--- src/rtl/bxlat_pkg.sv ---
package bxlat_pkg;

   // Address class inside the logical space
   typedef enum logic [1:0] {
      RG_PLAIN     = 2'd0,
      RG_SEG0_LOW  = 2'd1,
      RG_SEG0_HIGH = 2'd2
   } region_e;

endpackage

--- src/rtl/bxlat_regs.sv ---
module bxlat_regs #(
   parameter int SEG_W  = 2,
   parameter int BANK_W = 8,
   localparam int NSEG  = 1 << SEG_W
) (
   input  logic                             clk,
   input  logic                             rst_n,
   input  logic                             wr_en,
   input  logic [SEG_W-1:0]                 wr_sel,
   input  logic [BANK_W-1:0]                wr_data,
   output logic [NSEG-1:0][BANK_W-1:0]      bank_q
);

   generate
      if (SEG_W < 1) begin : g_bad_seg
         $error("bxlat_regs: SEG_W must be at least 1");
      end
   endgenerate

   always_ff @(posedge clk) begin
      if (!rst_n) begin
         bank_q <= '0;
      end else if (wr_en) begin
         bank_q[wr_sel] <= wr_data;
      end
   end


   wr_store_chk: assert property (@(posedge clk) disable iff (!rst_n)
      wr_en |=> bank_q[$past(wr_sel)] == $past(wr_data));


   wr_hold_chk: assert property (@(posedge clk) disable iff (!rst_n)
      !wr_en |=> $stable(bank_q));

endmodule

--- src/rtl/bxlat_bootctl.sv ---
module bxlat_bootctl (
   input  logic clk,
   input  logic rst_n,
   input  logic wr_en,
   input  logic wr_bit,
   output logic use_ram
);

   always_ff @(posedge clk) begin
      if (!rst_n) begin
         use_ram <= 1'b0;
      end else if (wr_en) begin
         use_ram <= wr_bit;
      end
   end


   boot_load_chk: assert property (@(posedge clk) disable iff (!rst_n)
      wr_en |=> use_ram == $past(wr_bit));


   boot_hold_chk: assert property (@(posedge clk) disable iff (!rst_n)
      !wr_en |=> $stable(use_ram));

endmodule

--- src/rtl/bxlat_map.sv ---
module bxlat_map
   import bxlat_pkg::*;
#(
   parameter int          LOG_W      = 16,
   parameter int          SEG_W      = 2,
   parameter int          BANK_W     = 8,
   parameter bit          SEG0_SPLIT = 1'b1,
   parameter logic [BANK_W-1:0] ROM_BANK = 8'h00,
   parameter logic [BANK_W-1:0] RAM_BANK = 8'h20,
   localparam int NSEG   = 1 << SEG_W,
   localparam int OFF_W  = LOG_W - SEG_W,
   localparam int HALF_W = OFF_W - 1,
   localparam int PHYS_W = BANK_W + OFF_W
) (
   input  logic [LOG_W-1:0]              log_addr,
   input  logic [NSEG-1:0][BANK_W-1:0]   bank_regs,
   input  logic                          use_ram,
   output logic [PHYS_W-1:0]             phys_addr
);

   logic [SEG_W-1:0] seg;
   logic [OFF_W-1:0] off;

   assign seg = log_addr[LOG_W-1:OFF_W];
   assign off = log_addr[OFF_W-1:0];

   generate
      if (OFF_W < 2) begin : g_bad_off
         $error("bxlat_map: LOG_W must exceed SEG_W by at least 2");
      end

      if (SEG0_SPLIT) begin : g_split
         region_e          region;
         logic [BANK_W-1:0] fixed_bank;

         assign fixed_bank = use_ram ? RAM_BANK : ROM_BANK;

         always_comb begin
            if (seg != '0)            region = RG_PLAIN;
            else if (off[HALF_W])     region = RG_SEG0_HIGH;
            else                      region = RG_SEG0_LOW;
         end

         always_comb begin
            case (region)
               RG_SEG0_LOW:
                  phys_addr = {fixed_bank, 1'b0, off[HALF_W-1:0]};
               RG_SEG0_HIGH:
                  phys_addr = {bank_regs[0][BANK_W-1:1], 1'b0,
                               bank_regs[0][0], off[HALF_W-1:0]};
               default:
                  phys_addr = {bank_regs[seg], off};
            endcase
         end
      end else begin : g_flat
         assign phys_addr = {bank_regs[seg], off};
      end
   endgenerate

endmodule

--- src/rtl/bank_xlat.sv ---
module bank_xlat #(
   parameter int          LOG_W      = 16,
   parameter int          SEG_W      = 2,
   parameter int          BANK_W     = 8,
   parameter bit          SEG0_SPLIT = 1'b1,
   parameter logic [BANK_W-1:0] ROM_BANK = 8'h00,
   parameter logic [BANK_W-1:0] RAM_BANK = 8'h20,
   localparam int NSEG   = 1 << SEG_W,
   localparam int OFF_W  = LOG_W - SEG_W,
   localparam int PHYS_W = BANK_W + OFF_W
) (
   input  logic                     clk,
   input  logic                     rst_n,
   input  logic                     io_wr,
   input  logic [SEG_W-1:0]         io_sel,
   input  logic [BANK_W-1:0]        io_data,
   input  logic                     boot_wr,
   input  logic [LOG_W-1:0]         log_addr,
   output logic [PHYS_W-1:0]        phys_addr,
   output logic [NSEG*BANK_W-1:0]   bank_regs
);

   logic [NSEG-1:0][BANK_W-1:0] bank_q;
   logic                        use_ram;

   bxlat_regs #(.SEG_W(SEG_W), .BANK_W(BANK_W)) u_regs (
      .clk    (clk),
      .rst_n  (rst_n),
      .wr_en  (io_wr),
      .wr_sel (io_sel),
      .wr_data(io_data),
      .bank_q (bank_q)
   );

   bxlat_bootctl u_boot (
      .clk    (clk),
      .rst_n  (rst_n),
      .wr_en  (boot_wr),
      .wr_bit (io_data[0]),
      .use_ram(use_ram)
   );

   bxlat_map #(
      .LOG_W(LOG_W), .SEG_W(SEG_W), .BANK_W(BANK_W),
      .SEG0_SPLIT(SEG0_SPLIT), .ROM_BANK(ROM_BANK), .RAM_BANK(RAM_BANK)
   ) u_map (
      .log_addr (log_addr),
      .bank_regs(bank_q),
      .use_ram  (use_ram),
      .phys_addr(phys_addr)
   );

   assign bank_regs = bank_q;


   plain_off_chk: assert property (@(posedge clk) disable iff (!rst_n)
      (log_addr[LOG_W-1:OFF_W] != '0) |->
         (phys_addr[OFF_W-1:0] == log_addr[OFF_W-1:0]
          && phys_addr[PHYS_W-1:OFF_W] == bank_q[log_addr[LOG_W-1:OFF_W]]));

   generate
      if (SEG0_SPLIT) begin : g_seg0_chk

         even_bank_chk: assert property (@(posedge clk) disable iff (!rst_n)
            (log_addr[LOG_W-1:OFF_W] == '0) |-> (phys_addr[OFF_W] == 1'b0));


         low_fixed_chk: assert property (@(posedge clk) disable iff (!rst_n)
            (log_addr[LOG_W-1:OFF_W-1] == '0) |->
               (phys_addr[PHYS_W-1:OFF_W] == (use_ram ? RAM_BANK : ROM_BANK)));
      end
   endgenerate

endmodule

--- config.mk ---
export PLATFORM = sky130hd
export DESIGN_NAME = bank_xlat
export DESIGN_NICKNAME = d
export VERILOG_FILES = /design/src/rtl/bxlat_pkg.sv /design/src/rtl/bxlat_regs.sv /design/src/rtl/bxlat_bootctl.sv /design/src/rtl/bxlat_map.sv /design/src/rtl/bank_xlat.sv
export SDC_FILE = /design/constraint.sdc
export NUM_CORES = 1
export LEC_CHECK = 0
export BUFFER_PORTS_ARGS = -buffer_cell sky130_fd_sc_hd__buf_2
export CAP_MARGIN = 20
export CORE_MARGIN = 10
export CORE_UTILIZATION = 45
export DETAILED_ROUTE_END_ITERATION = 6
export PLACE_DENSITY = 0.8
export SLEW_MARGIN = 20
export SYNTH_ARGS = -nofsm -noshare
export SYNTH_HDL_FRONTEND = slang
export SYNTH_SLANG_ARGS = --single-unit
--- constraint.sdc ---
create_clock -name clk -period 1.3 [get_ports clk]
set_input_delay 0.195 -clock clk [delete_from_list [all_inputs] [get_ports clk]]
set_output_delay 0.195 -clock clk [all_outputs]
set_load 0.02 [all_outputs]
Word level (Yosys, flattened, before mapping)
Index checks and enable logic that the tools add are counted.
{ "word_totals": {"reg_bits": 33} }
{ "classes": {"order_cmp": 3, "eq_ne": 2, "muxes": 9, "n_reduce_logical": 2} }
{ "ops": {"columns": ["operator", "count"], "rows": [
  ["22-bit case mux with 2 select lines", 1],
  ["32-bit bitwise mux", 1],
  ["8-bit binary-select mux with 2-bit select", 1],
  ["8-bit demux with 2-bit select", 1],
  ["8-bit two-way mux", 2],
  ["2-bit by 3-bit < comparator with 1-bit output, second input constant", 2],
  ["6-bit two-way mux", 1],
  ["2-bit two-way mux", 2],
  ["2-bit by 1-bit == test with 1-bit output, second input constant", 1],
  ["2-bit == test, second input constant", 1],
  ["2-bit by 1-bit greater-or-equal comparator with 1-bit output, second input constant", 1],
  ["2-bit nonzero test", 1],
  ["1-bit logical AND", 1]
]} }

Longest topological paths before layout
Gate-level depths: netlist of run 1.
{ "depth": {"ltp_word": 5, "depth_mapped": 4, "mapped_depth_nobuf": 3} }

Hierarchy
A second synthesis of run 1 with hierarchy kept.
{ "unflattened": {"cells_unflattened": 151, "hier_area_um2": 1566.5} }
{ "modules_own_cells": {"columns": ["module", "n_inst", "cells_per_inst", "area_per_inst_um2", "seq_area_each_um2"], "rows": [
  ["bxlat_regs", 1, 115, 1176.1, 640.6],
  ["bxlat_map", 1, 33, 354.1, 0.0],
  ["bxlat_bootctl", 1, 3, 36.3, 20.0]
]} }

Worst setup path after synthesis of run 1
No wires, ideal clock.
{ "synth_timing": {"kind": "register to output", "from": "reg u_regs.bank_q[5] (netlist bit)", "to": "out phys_addr[19]", "t_arrival_ns": 1.183, "required_ns": 1.105, "slack_ns": -0.078, "stages_incl_launch_ff": 3, "path_buffers": 0, "path_cell_list": "dfxtp_1 mux2_1 mux4_2"} }
{ "synth_via": {"elab_chain_cells": 3} }
{ "synth_lines": {"columns": ["element", "line_no", "source"], "rows": [
  ["start, declared", "bxlat_regs.sv:11", "output logic [NSEG-1:0][BANK_W-1:0] bank_q"],
  ["start signal, assigned by index", "bxlat_regs.sv:24", "bank_q[wr_sel] <= wr_data;"],
  ["8-bit binary-select mux with 2-bit select", "bxlat_map.sv:52", "phys_addr = {bank_regs[seg], off};"],
  ["8-bit two-way mux (implied by the code)", "bxlat_map.sv:52", null],
  ["22-bit case mux with 2 select lines (*)", "bxlat_map.sv:45", "case (region)"],
  ["end, declared", "bank_xlat.sv:19", "output logic [PHYS_W-1:0] phys_addr,"]
]} }
Mark *: on every way between the ends. The rest lies on a longest branch, timed or not. The select of a mux whose other input is x is not followed.

Worst setup path in the final report of run 1
Ends and elaborated chain as after synthesis.

==> results of run 1 <==
-- Yosys cell counts --
master and n:
sky130_fd_sc_hd__dfxtp_1 33, sky130_fd_sc_hd__mux2i_1 33, sky130_fd_sc_hd__nor2b_1 33, sky130_fd_sc_hd__buf_4 14, sky130_fd_sc_hd__mux4_2 7, sky130_fd_sc_hd__and2_2 6
sky130_fd_sc_hd__buf_2 4, sky130_fd_sc_hd__clkbuf_1 3, sky130_fd_sc_hd__nand2_1 2, sky130_fd_sc_hd__nand3b_1 2, sky130_fd_sc_hd__mux2_1 1, sky130_fd_sc_hd__mux2_2 1
sky130_fd_sc_hd__nand3_2 1, sky130_fd_sc_hd__nor3b_1 1, sky130_fd_sc_hd__o21ai_0 1, sky130_fd_sc_hd__o31a_2 1
-- logic make-up after synthesis --
logic type      Yosys count  synth area share [%]
simple gates             45                  18.1
flops                    33                  40.9
compound gates            2                 0.930
mux                      42                  31.6
buf+inv                  21                  8.45
-- per-layer routing --
metal,up-vias,global-route usage [%],routed length (um)
met5,-,0,0
met4,0,5.28,65
met3,12,4.73,349
met2,46,23.6,2210
met1,624,13.9,1720
li1,599,-,-
-- what timing repair did --
item                                   CTS  global route
gates resized for setup                 33             4
endpoints found under the hold margin    0             0
pin swaps                                2             1
gates cloned                             0             0
setup endpoints to repair                9             8
setup buffers                            4             0
-- sequential cells by signal, indices dropped and copies added, names as in the netlist --
signal,count
u_regs.bank_q,32
u_boot.use_ram,1
-- worst paths after layout --
check | to | startpoint | slack [ps]
hold reg to reg | u_boot.use_ram$_SDFFE_PN0P_ | u_boot.use_ram$_SDFFE_PN0P_ | 540
setup reg to reg | u_regs.bank_q[3]$_SDFFE_PN0P_ | u_regs.bank_q[3]$_SDFFE_PN0P_ | 440
setup / recovery | phys_addr[19] | u_regs.bank_q[5]$_SDFFE_PN0P_ | -430
hold / removal | u_boot.use_ram$_SDFFE_PN0P_ | boot_wr | 150
-- stage by stage --
| stage | total power [uW] | instances | hold WS, ps |
|---|---|---|---|
| global placement | 1420 | 240 | 390 |
| finish | 1950 | 251 | 154 |
| detailed placement | 1440 | 240 | 390 |
| global route | 2050 | 251 | 174 |
| floorplan | 1350 | 143 | 323 |
| CTS | 1970 | 251 | 145 |
-- critical path, stage by stage (launching register included) --
cell and delay, ps:
sky130_fd_sc_hd__dfxtp_4 350, sky130_fd_sc_hd__mux2_4 250, sky130_fd_sc_hd__mux4_2 460, sky130_fd_sc_hd__buf_6 150
-- power by group --
group          internal, uW  leakage, uW  switching, uW
sequential             1050     0.000273           23.1
combinational           179     0.000776            192
clock                   199    0.0000281            312
total                  1420      0.00108            527
-- final cells by class --
cell class / count / share of cell area, %
well taps: 46 / 2.73
flip-flops and latches: 33 / 32.1
multi-input cells: 89 / 40.0
repair buffers: 76 / 23.0
clock inverters: 1 / 0.238
clock buffers: 6 / 1.96
==> impl_metrics.prom, run 1 <==
# TYPE chip_impl_metric gauge
chip_impl_metric{name="grt_max_degree",unit=""} 34
chip_impl_metric{name="r2r_cells",unit=""} 4
chip_impl_metric{name="holdPathStages",unit=""} 3
chip_impl_metric{name="chipHeight",unit="um"} 79.9
chip_impl_metric{name="place_hpwl",unit="mm"} 3.27
chip_impl_info{name="yosys-top-cells-area",value="sky130_fd_sc_hd__dfxtp_1 (41%), sky130_fd_sc_hd__mux2i_1 (20%), sky130_fd_sc_hd__nor2b_1 (13%)"} 1
chip_impl_metric{name="drc",unit=""} 0
chip_impl_metric{name="synthCells",unit=""} 143
chip_impl_metric{name="timing.final.crit_period",unit="ps"} 1730
chip_impl_metric{name="fillers",unit=""} 282
chip_impl_metric{name="die_outline_area",unit="um2"} 6380
chip_impl_metric{name="fp-row-count",unit=""} 21
chip_impl_metric{name="critPathMaxFanout",unit=""} 2
chip_impl_metric{name="grt_pass1_wl",unit="mm"} 6.81
chip_impl_metric{name="sequential_cell_area",unit="um2"} 676
chip_impl_metric{name="cts_hold_repair.buffers",unit=""} 0
chip_impl_metric{name="drt-vias-per-instance",unit=""} 5.10
chip_impl_metric{name="first_global_vias",unit=""} 1383
chip_impl_metric{name="setup_viol",unit=""} 8
chip_impl_metric{name="maximum_vdd_ir_drop",unit="V"} 0.000653
chip_impl_info{name="synth_largest_area_cell",value="sky130_fd_sc_hd__dfxtp_1"} 1
chip_impl_metric{name="initialDrtViolationCount",unit=""} 116
chip_impl_metric{name="power_density",unit="nW/um2"} 926
chip_impl_info{name="final_cell_mix",value="sky130_fd_sc_hd__buf_2 (48), sky130_fd_sc_hd__mux2i_1 (33), sky130_fd_sc_hd__nor2b_1 (33)"} 1
chip_impl_metric{name="max-cap-violations",unit=""} 0
chip_impl_metric{name="multi_input_area",unit="um2"} 843
chip_impl_metric{name="ioPinCount",unit=""} 84
chip_impl_metric{name="leakagePower",unit="uW"} 0.00108
chip_impl_metric{name="synthesis.yosys.warnings",unit=""} 0
chip_impl_metric{name="post-route-cell-area",unit="um2"} 2110
chip_impl_metric{name="design.core.area",unit="um2"} 3390
chip_impl_metric{name="fin_crit_sh",unit="%"} 133
chip_impl_metric{name="max-slew-margin-rel",unit="%"} 70.4
chip_impl_metric{name="detail_route.first_pass.iterations",unit=""} 4
chip_impl_metric{name="grt_usage",unit="%"} 13.3
chip_impl_metric{name="postSynthNetCount",unit=""} 173
chip_impl_metric{name="cts.path.max_buffers",unit=""} 2
chip_impl_metric{name="clock.fmax",unit="MHz"} 577
chip_impl_metric{name="final_core_util",unit="%"} 62.2
chip_impl_metric{name="skew",unit="ps"} 0
chip_impl_metric{name="synth.top_cell.area_share",unit="%"} 40.9
chip_impl_metric{name="critical_path_data_required_time",unit="ps"} 1110
chip_impl_metric{name="placed_area",unit="um2"} 1950
chip_impl_info{name="worst-setup-path-type",value="register to primary output"} 1
chip_impl_metric{name="hold_viol_final",unit=""} 0
chip_impl_info{name="outcome",value="finished with violations"} 1
chip_impl_metric{name="num_antenna_cells",unit=""} 0
chip_impl_metric{name="worst_slew_pin_slew",unit="ps"} 443
chip_impl_metric{name="synthDistinctLibCells",unit=""} 16
chip_impl_info{name="tritoncts",value="yes"} 1
chip_impl_metric{name="antenna_found_initial",unit=""} 0
chip_impl_metric{name="ctsHtreeMaxLevel",unit=""} 2
chip_impl_metric{name="die_w",unit="um"} 79.9
chip_impl_metric{name="syn2layout_area_growth",unit="%"} 30.5
chip_impl_metric{name="drive_above_1_share",unit="%"} 54.6
chip_impl_info{name="layout.cells.most_common",value="sky130_fd_sc_hd__buf_2"} 1
chip_impl_metric{name="tns",unit="ps"} -2100
chip_impl_metric{name="worstSkewPairLatency",unit="ps"} 330
chip_impl_info{name="min-delay-path-class",value="primary input to register"} 1
chip_impl_metric{name="gp_weighted_congestion",unit=""} 0.750
chip_impl_metric{name="worst_setup_hold_path_clk_slew",unit="ps"} 100
chip_impl_metric{name="port_buffers",unit=""} 57
chip_impl_info{name="setup.worst_path.end_class",value="primary output"} 1
chip_impl_metric{name="postSynthRegisterBits",unit=""} 33
chip_impl_metric{name="finalMaxSlewViolations",unit=""} 0
chip_impl_metric{name="post-route-worst-setup-slack",unit="ps"} -433
chip_impl_metric{name="drt_wl_total",unit="mm"} 4.34
chip_impl_metric{name="synth-seq-area-share",unit="%"} 40.9
chip_impl_metric{name="synth.cell_area",unit="um2"} 1610
chip_impl_metric{name="via_count",unit=""} 1281
chip_impl_info{name="root_buffer",value="sky130_fd_sc_hd__clkbuf_4"} 1
chip_impl_metric{name="final_antenna_net_count",unit=""} 0
chip_impl_metric{name="tritoncts.num_buffers",unit=""} 5
chip_impl_metric{name="initial_utilization",unit="%"} 47.6
chip_impl_metric{name="dpl_worst_slack",unit="ps"} -184
chip_impl_info{name="rsz0062_at_grt",value="yes"} 1
chip_impl_metric{name="global_route.overflow_total",unit=""} 0
chip_impl_metric{name="wl_per_instance",unit="um"} 17.3
chip_impl_metric{name="numClockSinks",unit=""} 33
chip_impl_metric{name="design.final.nets",unit=""} 235
chip_impl_metric{name="synthesis.area_per_instance",unit="um2"} 11.3
chip_impl_info{name="failing_checks",value="negative setup slack"} 1
chip_impl_metric{name="worst-endpoint-arrival",unit="ps"} 1540
chip_impl_info{name="timing.critical_path.from_type",value="register"} 1
Power figures use the tool's default switching activity.
==> run 2, diff against run 1 <==
Settings changed: ABC_AREA set to 1, CELL_PAD_IN_SITES_DETAIL_PLACEMENT set to 0, CELL_PAD_IN_SITES_GLOBAL_PLACEMENT set to 1, CORE_UTILIZATION 45 to 30, GPL_ROUTABILITY_DRIVEN set to 0, PLACE_DENSITY 0.8 to not set, PLACE_DENSITY_LB_ADDON set to 0.1.
==> run 2 against run 1 <==
Die area grew 39%; first-iteration DRC count fell by 20%; critical path type unchanged; utilization down 20 points; the flow still finishes with violations (negative setup slack); clock power increased by 46%; flip-flop and latch count unchanged; register-to-register slack better by 80 ps; maximum frequency rose by 32%; synthesized cell count grew 78%; sequential power rose by 4%; clock skew unchanged; sequential share of layout area shrank 1.4 points.
==> impl_metrics.prom, run 2 <==
# TYPE chip_impl_metric gauge
chip_impl_metric{name="critical_path_data_required_time",unit="ps"} 1110
chip_impl_metric{name="max-cap-violations",unit=""} 0
chip_impl_info{name="outcome",value="finished with violations"} 1
chip_impl_metric{name="synthCells",unit=""} 254
chip_impl_metric{name="power_density",unit="nW/um2"} 1060
chip_impl_metric{name="first_global_vias",unit=""} 1636
chip_impl_metric{name="place_inst",unit=""} 367
chip_impl_info{name="setup.worst_path.end_class",value="primary output"} 1
chip_impl_info{name="netlist_top_cells_count",value="sky130_fd_sc_hd__nor2_1 (64), sky130_fd_sc_hd__nand2_1 (63), sky130_fd_sc_hd__dfxtp_1 (33)"} 1
chip_impl_metric{name="finalPower",unit="uW"} 2370
chip_impl_metric{name="asyncSetResetFlopFracSynth",unit="%"} 0
chip_impl_metric{name="synth.top_cell.area_share",unit="%"} 39.9
chip_impl_info{name="layout_top_registers",value="u_regs.bank_q x32, u_boot.use_ram x1"} 1
chip_impl_info{name="cpMaxStageDelayCell",value="sky130_fd_sc_hd__dfxtp_2"} 1
chip_impl_info{name="final_cell_mix",value="sky130_fd_sc_hd__nor2_1 (64), sky130_fd_sc_hd__nand2_1 (53), sky130_fd_sc_hd__buf_2 (49)"} 1
chip_impl_metric{name="drive_above_1_share",unit="%"} 43.0
chip_impl_metric{name="ioPinCount",unit=""} 84
chip_impl_metric{name="drt-vias-per-instance",unit=""} 4.38
chip_impl_metric{name="final_core_util",unit="%"} 42.6
chip_impl_metric{name="synth.cell_area",unit="um2"} 1650
chip_impl_metric{name="initialDrtViolationCount",unit=""} 93
chip_impl_metric{name="final-instance-count-excl-fill",unit=""} 386
chip_impl_info{name="synth-main-ff-cell",value="sky130_fd_sc_hd__dfxtp_1"} 1
chip_impl_metric{name="post-route-worst-setup-slack",unit="ps"} -16.5
chip_impl_metric{name="postSynthNetCount",unit=""} 284
chip_impl_metric{name="fin_crit_sh",unit="%"} 101
chip_impl_metric{name="ctsHtreeMaxLevel",unit=""} 2
chip_impl_metric{name="sequential_cell_area",unit="um2"} 684
chip_impl_metric{name="fillers",unit=""} 572
chip_impl_metric{name="clock.fmax",unit="MHz"} 760
chip_impl_metric{name="design.core.area",unit="um2"} 5240
chip_impl_info{name="yosys-top-cells-area",value="sky130_fd_sc_hd__dfxtp_1 (40%), sky130_fd_sc_hd__nor2_1 (15%), sky130_fd_sc_hd__nand2_1 (14%)"} 1
chip_impl_metric{name="port_buffers",unit=""} 57
chip_impl_info{name="worstPathCellList",value="inv_2, o21ai_2, nand2_1, a21oi_2, buf_4"} 1
chip_impl_metric{name="multi_input_area",unit="um2"} 823
chip_impl_metric{name="num_antenna_cells",unit=""} 0
chip_impl_metric{name="grt_pass1_wl",unit="mm"} 8.52
chip_impl_info{name="layout.cells.most_common",value="sky130_fd_sc_hd__nor2_1"} 1
chip_impl_metric{name="worst_setup_hold_path_clk_slew",unit="ps"} 60
chip_impl_metric{name="critPathMaxStageDelay",unit="ps"} 330
chip_impl_metric{name="synthesis.yosys.warnings",unit=""} 0
chip_impl_metric{name="largest_register_ffs",unit=""} 32
chip_impl_metric{name="synthDistinctLibCells",unit=""} 17
chip_impl_info{name="max_flop_register",value="u_regs.bank_q"} 1
chip_impl_metric{name="grt_max_degree",unit=""} 34
chip_impl_metric{name="worst-endpoint-arrival",unit="ps"} 1120
chip_impl_metric{name="maximum_vdd_ir_drop",unit="V"} 0.000425
chip_impl_metric{name="global_route.overflow_total",unit=""} 0
chip_impl_metric{name="syn2layout_area_growth",unit="%"} 35.0
chip_impl_metric{name="antenna_found_initial",unit=""} 0
chip_impl_metric{name="worstSkewPairLatency",unit="ps"} 290
chip_impl_info{name="worst-setup-path-type",value="register to primary output"} 1
chip_impl_info{name="timing.critical_path.from_type",value="register"} 1
chip_impl_metric{name="tritoncts.num_buffers",unit=""} 5
chip_impl_metric{name="detail_route.first_pass.iterations",unit=""} 4
chip_impl_metric{name="cts.path.max_buffers",unit=""} 2
chip_impl_metric{name="grt_usage",unit="%"} 12.1
chip_impl_metric{name="finalMaxSlewViolations",unit=""} 0
chip_impl_metric{name="timing.final.crit_period",unit="ps"} 1320
chip_impl_metric{name="setup_viol",unit=""} 3
chip_impl_metric{name="design.final.nets",unit=""} 345
chip_impl_metric{name="place_hpwl",unit="mm"} 4.10
chip_impl_metric{name="synth-seq-area-share",unit="%"} 39.9
chip_impl_metric{name="fp-row-count",unit=""} 26
chip_impl_info{name="rsz0062_at_grt",value="yes"} 1
chip_impl_info{name="yosys.cell_count.top_type",value="sky130_fd_sc_hd__nor2_1"} 1
chip_impl_metric{name="worst_slew_pin_slew",unit="ps"} 300
chip_impl_metric{name="max-slew-margin-rel",unit="%"} 80.0
chip_impl_metric{name="synthesis.area_per_instance",unit="um2"} 6.51
chip_impl_metric{name="via_count",unit=""} 1691
chip_impl_metric{name="initial_utilization",unit="%"} 31.6
chip_impl_metric{name="numClockSinks",unit=""} 33
chip_impl_metric{name="chipHeight",unit="um"} 94.3
chip_impl_metric{name="critPathMaxFanout",unit=""} 2
chip_impl_metric{name="postSynthRegisterBits",unit=""} 33
chip_impl_metric{name="leakagePower",unit="uW"} 0.00119
chip_impl_info{name="synth_largest_area_cell",value="sky130_fd_sc_hd__dfxtp_1"} 1
chip_impl_metric{name="drt_wl_total",unit="mm"} 5.45
chip_impl_metric{name="hold_viol_final",unit=""} 0
chip_impl_metric{name="die_w",unit="um"} 94.3
chip_impl_metric{name="wl_per_instance",unit="um"} 14.1
chip_impl_info{name="root_buffer",value="sky130_fd_sc_hd__clkbuf_8"} 1
chip_impl_metric{name="die_outline_area",unit="um2"} 8880
chip_impl_info{name="tritoncts",value="yes"} 1
chip_impl_metric{name="dpl_worst_slack",unit="ps"} 37.9
chip_impl_metric{name="drc",unit=""} 0
chip_impl_metric{name="synth_edf_count",unit=""} 0
chip_impl_info{name="min-delay-path-class",value="primary input to register"} 1
chip_impl_info{name="failing_checks",value="negative setup slack"} 1
chip_impl_metric{name="final_antenna_net_count",unit=""} 0
chip_impl_metric{name="skew",unit="ps"} 0
==> run 2: through the flow <==
step | hold slack, ps | TNS (ps) | area, um2
2_1_floorplan | 288 | 0 | 1650
3_3_place_gp | 386 | 0 | 1940
3_5_place_dp | 388 | 0 | 1940
4_1_cts | 84.4 | -77.4 | 2130
5_1_grt | 94.7 | -384 | 2230
6_report | 86.1 | -22.2 | 2230
==> run 2: power by group <==
| part | switching (uW) | total (uW) | internal (uW) |
|---|---|---|---|
| combinational | 325 | 520 | 196 |
| clock | 364 | 744 | 380 |
| sequential | 35.3 | 1110 | 1070 |
==> run 2: final timing paths <==
kind,startpoint,endpoint,slack (ps),cells after the start
max,u_regs.bank_q[16]$_SDFFE_PN0P_,phys_addr[14],-20,5
min,boot_wr,u_boot.use_ram$_SDFFE_PN0P_,90,2
max reg2reg,u_regs.bank_q[31]$_SDFFE_PN0P_,u_regs.bank_q[31]$_SDFFE_PN0P_,520,3
min reg2reg,u_regs.bank_q[0]$_SDFFE_PN0P_,u_regs.bank_q[0]$_SDFFE_PN0P_,490,2
==> run 2: cell type report <==
class	count	area share, %
Sequential cell	33	30.6
Inverter	26	4.37
Multi-Input combinational cell	176	36.9
Tap cell	70	3.92
Clock buffer	8	3.59
Timing Repair Buffer	73	20.6
==> run 2: kinds of logic (layout without fill, tap and decap cells) <==
kind of cell,Yosys count,after routing,share of synthesized area (%)
AO/OA/AOI/OAI,32,32,9.83
buffers and inverters,45,107,14.0
AND/OR/NAND/NOR,144,144,36.2
flip-flops,33,33,39.9
==> run 2: timing repair <==
item / 4_1_cts / 5_1_grt
gates resized for setup: 35 / 28
pin swaps: 1 / 17
hold buffers: 0 / 0
buffers inserted: 7 / 4
endpoints found under the setup margin: 8 / 8
==> run 2: layer usage <==
metal / part of all wire, % / track usage, % / vias to the layer above / wire length [um]
met2: 42 / 17.6 / 52 / 2290
met4: 1.2 / 5.32 / 0 / 65
met1: 47 / 15.5 / 732 / 2560
met5: 0 / 0 / - / 0
met3: 9.7 / 4.32 / 11 / 526
li1: - / - / 896 / -
==> run 2: critical path: cells and delay by family (launching register included) <==
kind | cells | cell delay, ps
flops | 1 | 330
compound gates | 2 | 230
simple gates | 1 | 80
buf+inv | 2 | 200
==> run 3, diff against run 2 <==
Settings changed: SKIP_LAST_GASP set to 1.
==> run 3 against run 2 <==
The flow still finishes with violations (negative setup slack); combinational power hardly changed; cell area decreased by 0.11%; sequential share of layout area hardly changed; critical endpoint unchanged; cell count did not move; clock skew unchanged; die area did not move; sequential power hardly changed; first-iteration DRC count rose by 18%; via count grew 0.12%; highest routed layer unchanged; largest cell class unchanged; global-route usage unchanged.
==> impl_metrics.prom, run 3 (synthesis gave the netlist of run 2 again) <==
# TYPE chip_impl_metric gauge
chip_impl_info{name="outcome",value="finished with violations"} 1
chip_impl_info{name="failing_checks",value="negative setup slack"} 1
chip_impl_metric{name="first_global_vias",unit=""} 1636
chip_impl_metric{name="timing.critical_path.depth",unit=""} 5
chip_impl_metric{name="power_density",unit="nW/um2"} 1060
chip_impl_metric{name="chipHeight",unit="um"} 94.3
chip_impl_metric{name="share_clk_of_total_power",unit="%"} 31.2
chip_impl_metric{name="maximum_vdd_ir_drop",unit="V"} 0.000424
chip_impl_metric{name="setup_viol",unit=""} 1
chip_impl_metric{name="drt-vias-per-instance",unit=""} 4.39
chip_impl_metric{name="switching_power",unit="uW"} 717
chip_impl_info{name="min_from",value="boot_wr"} 1
chip_impl_metric{name="initialDrtViolationCount",unit=""} 110
chip_impl_metric{name="path_buf_inv",unit=""} 2
chip_impl_info{name="final_cell_mix",value="sky130_fd_sc_hd__nor2_1 (64), sky130_fd_sc_hd__nand2_1 (54), sky130_fd_sc_hd__buf_2 (49)"} 1
chip_impl_metric{name="share_comb_of_total_power",unit="%"} 21.9
chip_impl_metric{name="design.final.nets",unit=""} 345
chip_impl_info{name="critical_path.startpoint",value="u_regs.bank_q[16]$_SDFFE_PN0P_"} 1
chip_impl_metric{name="die_w",unit="um"} 94.3
chip_impl_metric{name="critical_path_data_required_time",unit="ps"} 1110
chip_impl_metric{name="worst_setup_hold_path_clk_slew",unit="ps"} 60
chip_impl_metric{name="internal_power",unit="uW"} 1650
chip_impl_info{name="timing.critical_path.from_type",value="register"} 1
chip_impl_metric{name="die_outline_area",unit="um2"} 8880
chip_impl_info{name="layout.cells.most_common",value="sky130_fd_sc_hd__nor2_1"} 1
chip_impl_metric{name="cts.path.max_buffers",unit=""} 2
chip_impl_metric{name="hold_viol_final",unit=""} 0
chip_impl_metric{name="numClockSinks",unit=""} 33
chip_impl_metric{name="leakagePower",unit="uW"} 0.00119
chip_impl_metric{name="ctsHtreeMaxLevel",unit=""} 2
chip_impl_metric{name="place_hpwl",unit="mm"} 4.10
chip_impl_metric{name="final-instance-count-excl-fill",unit=""} 386
chip_impl_metric{name="port_buffers",unit=""} 57
chip_impl_metric{name="largest_register_ffs",unit=""} 32
chip_impl_metric{name="num_antenna_cells",unit=""} 0
chip_impl_metric{name="critPathMaxStageDelay",unit="ps"} 330
chip_impl_metric{name="fp-row-count",unit=""} 26
chip_impl_metric{name="holdPathStages",unit=""} 2
chip_impl_metric{name="grt_pass1_wl",unit="mm"} 8.52
chip_impl_metric{name="worst-endpoint-arrival",unit="ps"} 1120
chip_impl_metric{name="fin_crit_sh",unit="%"} 101
chip_impl_metric{name="drt_wl_total",unit="mm"} 5.40
chip_impl_metric{name="cts_hold_repair.buffers",unit=""} 0
chip_impl_metric{name="design.core.area",unit="um2"} 5240
chip_impl_metric{name="grt_usage",unit="%"} 12.1
chip_impl_info{name="worst-setup-path-type",value="register to primary output"} 1
chip_impl_metric{name="initial_utilization",unit="%"} 31.6
chip_impl_info{name="worst_r2r_endpoint",value="u_regs.bank_q[30]$_SDFFE_PN0P_"} 1
chip_impl_metric{name="r2r_cells",unit=""} 3
chip_impl_info{name="tritoncts",value="yes"} 1
chip_impl_metric{name="final_antenna_net_count",unit=""} 0
chip_impl_info{name="setup.worst_path.end_class",value="primary output"} 1
chip_impl_metric{name="via_count",unit=""} 1693
chip_impl_metric{name="syn2layout_area_growth",unit="%"} 34.9
chip_impl_info{name="rsz0062_at_grt",value="yes"} 1
chip_impl_metric{name="place_inst",unit=""} 367
chip_impl_metric{name="ioPinCount",unit=""} 84
chip_impl_metric{name="grt_max_degree",unit=""} 34
chip_impl_metric{name="skew",unit="ps"} 0
chip_impl_metric{name="sw_frac_of_total",unit="%"} 30.3
chip_impl_metric{name="critPathMaxFanout",unit=""} 2
chip_impl_metric{name="tritoncts.num_buffers",unit=""} 5
chip_impl_metric{name="post-route-worst-setup-slack",unit="ps"} -12.2
chip_impl_metric{name="finalMaxSlewViolations",unit=""} 0
chip_impl_metric{name="detail_route.first_pass.iterations",unit=""} 4
chip_impl_info{name="worstPathCellList",value="inv_2, o21ai_2, nand2_1, a21oi_2, buf_4"} 1
chip_impl_metric{name="max-slew-margin-rel",unit="%"} 79.8
chip_impl_metric{name="timing.reg2reg.setup_slack",unit="ps"} 530
chip_impl_info{name="whs_endpoint",value="u_boot.use_ram$_SDFFE_PN0P_"} 1
chip_impl_metric{name="global_route.overflow_total",unit=""} 0
chip_impl_info{name="max_flop_register",value="u_regs.bank_q"} 1
chip_impl_metric{name="worstSkewPairLatency",unit="ps"} 280
chip_impl_info{name="layout_top_registers",value="u_regs.bank_q x32, u_boot.use_ram x1"} 1
chip_impl_metric{name="clock.fmax",unit="MHz"} 762
chip_impl_metric{name="wl_per_instance",unit="um"} 14.0
chip_impl_metric{name="drive_above_1_share",unit="%"} 42.7
chip_impl_metric{name="antenna_found_initial",unit=""} 0
chip_impl_metric{name="timing.final.crit_period",unit="ps"} 1310
chip_impl_metric{name="max-cap-violations",unit=""} 0
chip_impl_metric{name="final_core_util",unit="%"} 42.6
chip_impl_info{name="worst_r2r_startpoint",value="u_regs.bank_q[30]$_SDFFE_PN0P_"} 1
chip_impl_info{name="cpLargestDelayFamily",value="flip-flops"} 1
chip_impl_info{name="cpMaxStageDelayCell",value="sky130_fd_sc_hd__dfxtp_2"} 1
chip_impl_info{name="min-delay-path-class",value="primary input to register"} 1
chip_impl_metric{name="sequentialPowerShare",unit="%"} 46.8
chip_impl_info{name="root_buffer",value="sky130_fd_sc_hd__clkbuf_8"} 1
chip_impl_metric{name="drc",unit=""} 0
chip_impl_metric{name="worst_slew_pin_slew",unit="ps"} 302
-- run 3: worst max-delay path by stage --
stage / to / slack [ps]
6_report: phys_addr[14] / -10
5_1_grt: phys_addr[14] / -70
4_1_cts: phys_addr[14] / -50
3_5_place_dp: phys_addr[20] / 40
3_3_place_gp: phys_addr[21] / 30
2_1_floorplan: phys_addr[14] / 70
-- run 3: worst register-to-register path, delay by kind of cell, from the launching register on --
family,cells,cell delay [ps]
DFF,1,320
buffers and inverters,1,130
AOI/OAI and AO/OA,1,160
and+or+nand+nor,1,60
-- run 3: timing repair --
| action | 4_1_cts | 5_1_grt |
|---|---|---|
| setup endpoints to repair | 8 | 8 |
| resized for setup | 34 | 28 |
| pin swaps | 1 | 17 |
| buffers inserted | 7 | 4 |
-- run 3: area by class of cell --
class,count,area (um2)
Clock buffer,8,80.1
Sequential cell,33,684
Timing Repair Buffer,73,460
Inverter,26,97.6
Fill cell,571,3010
Tap cell,70,87.6
Multi-Input combinational cell,176,821
-- run 3: routing by layer --
layer / share of wire, % / vias up / track usage (%)
met3: 9.5 / 8 / 4.32
met4: 1.1 / 0 / 5.32
met1: 47 / 739 / 15.5
li1: - / 894 / -
met2: 42 / 52 / 17.6
met5: 0 / - / 0
-- run 3: stage by stage --
| stage | power, uW | area, um2 | setup TNS [ps] | hold slack, ps | worst slack [ps] |
|---|---|---|---|---|---|
| after floorplan | 1450 | 1650 | 0 | 288 | 70.8 |
| after global placement | 1570 | 1940 | 0 | 386 | 25.2 |
| after detailed placement | 1570 | 1940 | 0 | 388 | 37.9 |
| after CTS | 2360 | 2130 | -92.7 | 84.4 | -51.8 |
| after global routing | 2480 | 2230 | -400 | 94.7 | -70.3 |
| final | 2360 | 2230 | -12.2 | 90.3 | -12.2 |
-- run 3: power by group through the flow --
| stage | sequential (uW) | combinational [uW] | clock, uW |
|---|---|---|---|
| after floorplan | 1180 | 266 | 0 |
| after global placement | 1120 | 451 | 0 |
| after detailed placement | 1120 | 451 | 0 |
| after CTS | 1100 | 492 | 759 |
| after global routing | 1110 | 575 | 795 |
| final | 1110 | 518 | 738 |
